--- config.mk ---
export PLATFORM = sky130hd
export DESIGN_NAME = boot_cmd_seq
export DESIGN_NICKNAME = d
export VERILOG_FILES = /design/src/rtl/boot_cmd_seq.sv
export SDC_FILE = /design/constraint.sdc
export NUM_CORES = 1
export LEC_CHECK = 0
export ABC_AREA = 1
export BUFFER_PORTS_ARGS = -buffer_cell sky130_fd_sc_hd__buf_4
export CAP_MARGIN = 20
export CORE_MARGIN = 10
export CORE_UTILIZATION = 39
export CTS_CLUSTER_DIAMETER = 150
export CTS_CLUSTER_SIZE = 30
export DETAILED_ROUTE_END_ITERATION = 7
export PLACE_DENSITY = 0.76
export SYNTH_ARGS = -nofsm -noshare
export SYNTH_HDL_FRONTEND = slang
export SYNTH_SLANG_ARGS = --single-unit
export TNS_END_PERCENT = 20
--- constraint.sdc ---
create_clock -name clk -period 1.2 [get_ports clk]
set_clock_uncertainty 0.1 [all_clocks]
set_input_delay 0.3 -clock clk [delete_from_list [all_inputs] [get_ports clk]]
set_output_delay 0.3 -clock clk [all_outputs]
set_load 0.01 [all_outputs]
--- src/rtl/boot_cmd_seq.sv ---
module boot_cmd_seq #(
  parameter int BLK_W = 12,
  parameter logic [BLK_W-1:0] DENSITY_MASK = 12'h200
) (
  input  logic             clk,
  input  logic             rst_n,
  input  logic             wr_en,
  input  logic [15:0]      wr_addr,
  input  logic [15:0]      wr_data,
  input  logic [15:0]      blk_word,
  input  logic             pg_ld,
  input  logic [15:0]      pg_ld_val,
  output logic [15:0]      pg_word,
  output logic             load_req,
  output logic [BLK_W+7:0] load_sector,
  output logic [2:0]       load_cnt,
  output logic             id_req,
  output logic             rst_req,
  output logic             unk_cmd
);
  localparam int SEC_W = BLK_W + 8;

  logic armed;
  logic in_win, boot_wr, fire_load;
  logic [BLK_W-1:0] field;

  assign in_win    = (wr_addr[15:9] == 7'h00) || (wr_addr[15:4] == 12'h800);
  assign boot_wr   = wr_en && in_win;
  assign fire_load = boot_wr && armed && (wr_data == 16'h0000);
  assign field     = blk_word[BLK_W-1:0] | (blk_word[15] ? DENSITY_MASK : '0);
  assign load_cnt  = 3'd4;

  always_ff @(posedge clk) begin
    if (!rst_n) begin
      armed       <= 1'b0;
      load_req    <= 1'b0;
      id_req      <= 1'b0;
      rst_req     <= 1'b0;
      unk_cmd     <= 1'b0;
      load_sector <= '0;
    end else begin
      load_req <= 1'b0;
      id_req   <= 1'b0;
      rst_req  <= 1'b0;
      unk_cmd  <= 1'b0;
      if (boot_wr) begin
        if (armed) begin
          armed <= 1'b0;
          if (fire_load) begin
            load_req    <= 1'b1;
            load_sector <= SEC_W'({field, pg_word[7:0]});
          end
        end else begin
          case (wr_data)
            16'h00F0: rst_req <= 1'b1;
            16'h0090: id_req  <= 1'b1;
            16'h00E0: armed   <= 1'b1;
            default:  unk_cmd <= 1'b1;
          endcase
        end
      end
    end
  end

  always_ff @(posedge clk) begin
    if (!rst_n)         pg_word <= '0;
    else if (pg_ld)     pg_word <= pg_ld_val;
    else if (fire_load) pg_word <= {8'h00, pg_word[7:0] + 8'd4};
  end

  assert_pulses_exclusive_R9: assert property (@(posedge clk) disable iff (!rst_n)
    $onehot0({load_req, id_req, rst_req, unk_cmd}));

  assert_load_single_cycle_R3: assert property (@(posedge clk) disable iff (!rst_n)
    load_req |=> !load_req);

  assert_page_advance_R5: assert property (@(posedge clk) disable iff (!rst_n)
    (load_req && !$past(pg_ld)) |-> (pg_word == {8'h00, $past(pg_word[7:0]) + 8'd4}));

  assert_reset_cause_R1: assert property (@(posedge clk) disable iff (!rst_n)
    rst_req |-> ($past(wr_en) && $past(wr_data) == 16'h00F0));

  assert_armed_after_arm_R7: assert property (@(posedge clk) disable iff (!rst_n)
    (!armed && boot_wr && wr_data == 16'h00E0) |=> armed);

  assert_outside_keeps_arm_R8: assert property (@(posedge clk) disable iff (!rst_n)
    (!boot_wr && !$past(!rst_n)) |=> $stable(armed));
endmodule

==> metrics.md <==
| Metric | Value |
|---|---|
| Outcome | complete, but fails checks |
| Violated checks | negative setup slack |
| Pwr Total | 3.04 mW |
| Diode count | 0 |
| Vias per inst | 4.99 |
| Final setup viols | 40 |
| Power Density | 922 nW/um^2 |
| Number of synthesized flops with an enable pin | 0 |
| Max H-tree Level | 2 |
| Area of the die | 7890 sq um |
| Placement row count | 24 |
| Gpl congestion | 0.737 |
| DRC Markers | 0 |
| YS warnings | 0 |
| Clock root cell | clkbuf_8 |
| Chip height | roughly 89 um |
| Clk_lat worst skew | 0.29 ns |
| Most frequent cells in the layout | buf_4 (113), nor2_1 (39), nand2_1 (37) |
| Tot GR Track Use | 14.9% |
| R2R Setup Slk | -0.10 ns |
| Layout net count | 447 |
| Final period utilization | 112% |
| Number of global-route vias before repair | 2063 |
| Largest net degree at the start of global routing | 34 |
| Post-route ant nets | 0 |
| Yosys cell types | 27 |
| Synth area leader | dfxtp_1 |
| Seq cells post-synth | 41 |
| CP endpoint kind | register |
| Wire per inst | between 15 and 20 um |
| Syn Area/Cell | between 7 and 8 sq um |
| Synth Flop Type | dfxtp_1 |
| CP Launch Type | input port |
| Commonest non-fill, non-tap cell in the layout | buf_4 |
| Final critical-path required period | 1.34 ns |
| Final wirelength | about 6800 um |
| Area share of the largest cell type after synthesis | roughly 44% |
| Core area | 4470 sq um |
| TritonCTS Buffers | 5 |
| Longest Clk Path Bufs | 2 |
| Clock Sinks | 41 |
| FF-to-FF path depth | 6 |
| Worst r2r src | armed |
| Ports | 111 |
| Detailed Place HPWL | 4570 um |
| Critical path class | input port to register |
| Share of synthesized registers carrying an async set or reset | 0% |
| Mapped Cells | 249 |
| Hold buffer count at CTS | 0 |
| Pleak | 1.53 nW |
| Critical Path Fanout Max | 16 |
| Fmax | about 740 MHz |
| Placed Instance Area | 2830 sq um |
| Register area share after synthesis | approximately 44% |
| Max_cap viols | 0 |
| Worst VDD drop | between 0.8 and 0.9 mV |
| Hold Crit Class | input port to register |
| WHS Endpoint | load_sector[13] |
| Vias | roughly 2.2k |
| DR iter-0 viols | 70 |
| Setup ws final | -0.144 ns |
| Final Hold Viols | 0 |
| Initial core utilization | 41.3% |
| CTS tree | yes |
| Fin area | 3290 sq um |
| Setup crit start | wr_addr[12] |
| Global-route wire length before repair | 9410 um |
| Reg2reg end | load_sector[16] |
| Number of I/O port buffers | 100 |
| Setup tns final | -3.50 ns |
| Share of layout cells above drive strength 1 | between 50 and 60% |
| Initial antenna violation count | 0 |
| Area grow syn2layout | 78.2% |
| Synth Cell Area | 1850 sq um |
| Hold Path Depth | 3 |
| Unrepaired setup endpoints after global routing | yes |
| Clk slew on worst S/H paths | roughly 0.080 ns |
| Fill cells | between 300 and 400 |
| Synth area leaders | dfxtp_1 (44%), nor2_1 (11%), nand2_1 (8.1%), nand3_1 (5.4%), a21oi_1 (4.9%) |
| Die X | 88.8 um |
| Grt total ovfl | 0 |
| Data required, critical path | between 1 and 1.5 ns |
| TritonRoute pass-1 iters | 4 |
| Final Slew Violations | 0 |
| WP data arrival | approximately 1.4 ns |
| Hold Startpoint | blk_word[5] |
[metrics by stage]
step                      setup WS (ns)  std cells  utilization (%)  hold WS (ns)
final                            -0.144        431             73.6         0.123
after global routing             -0.234        431             73.6         0.123
after CTS                       -0.0907        424             67.7         0.128
after detailed placement         -0.411        416             63.2         0.363
after global placement           -0.368        416             63.2         0.349
after floorplan                  -0.114        250                -         0.317
[layout make-up]
type	instances	area, sq um	area share (%)
clock buffer	7	86.3	2.62
clock inverter	1	30.0	0.912
inverter	13	53.8	1.63
multi-input combinational	184	1110	33.7
sequential	41	848	25.8
tap	52	65.1	1.98
timing repair buffer	133	1100	33.4
[synth_stat cells (2+ instances only)]
cell       n
a21oi_1   18
a21oi_2    2
buf_1      2
buf_2      2
buf_4      3
buf_6      5
clkbuf_1   3
conb_1     2
dfxtp_1   41
inv_1     12
nand2_1   40
nand2_4    2
nand3_1   20
nor2_1    53
nor2_2     3
nor2_4     4
nor3_1     3
o21ai_0    7
o21ai_1   17
o21ai_2    3
[logic make-up (layout without fill, tap and decap cells)]
kind of cell	Yosys count	in the layout	synth area share, %
adders and majority gates	1	1	0.677
buffers and inverters	28	154	8.46
DFF	41	41	44.4
AOI/OAI and AO/OA	48	48	14.2
other	2	3	0.406
and+or+nand+nor	128	131	31.4
xor gates and xnor gates	1	1	0.474
[metal layers]
metal	part of all wire, %	GRT usage (%)	vias up	routed length (um)
met5	0	0	-	0
met4	0.89	2.64	0	60
met3	11	7.63	4	731
met2	53	26.2	84	3580
met1	35	15.7	1004	2390
li1	-	-	1059	-
[sequential cells by signal (all words and copies together), names as in the netlist]
| name | count |
|---|---|
| load_sector | 20 |
| unk_cmd | 1 |
| pg_word | 16 |
| load_req | 1 |
| armed | 1 |
| rst_req | 1 |
| id_req | 1 |
[worst max-delay path by stage]
stage / slack, ns / cells past startpoint / endpoint
final: -0.14 / 10 / pg_word[3]
after global routing: -0.23 / 9 / load_sector[16]
after CTS: -0.09 / 2 / pg_word[2]
after detailed placement: -0.41 / 9 / pg_word[3]
after global placement: -0.37 / 9 / load_sector[6]
after floorplan: -0.11 / 6 / pg_word[6]
[repair_timing]
action,in CTS,in global routing
gates cloned,0,5
resized for setup,26,59
setup buffers,0,2
endpoints found under the setup margin,39,50
pin swaps,5,19
[critical path, stage by stage]
cell     delay [ns]
buf_6          0.10
nor2_4         0.11
nand2_2        0.07
nor2_4         0.15
nand2_2        0.09
nor2_4         0.14
buf_12         0.16
nand2_8        0.12
nand3_1        0.11
a21oi_1        0.07
[report_power, final]
group / total [mW] / switching [mW] / internal [mW] / leakage, nW
registers: 1.42 / 0.0292 / 1.39 / 0.341
clock network: 1.14 / 0.463 / 0.678 / 0.0585
logic: 0.476 / 0.200 / 0.276 / 1.13
No activity file was read; power rests on OpenSTA's default activity.
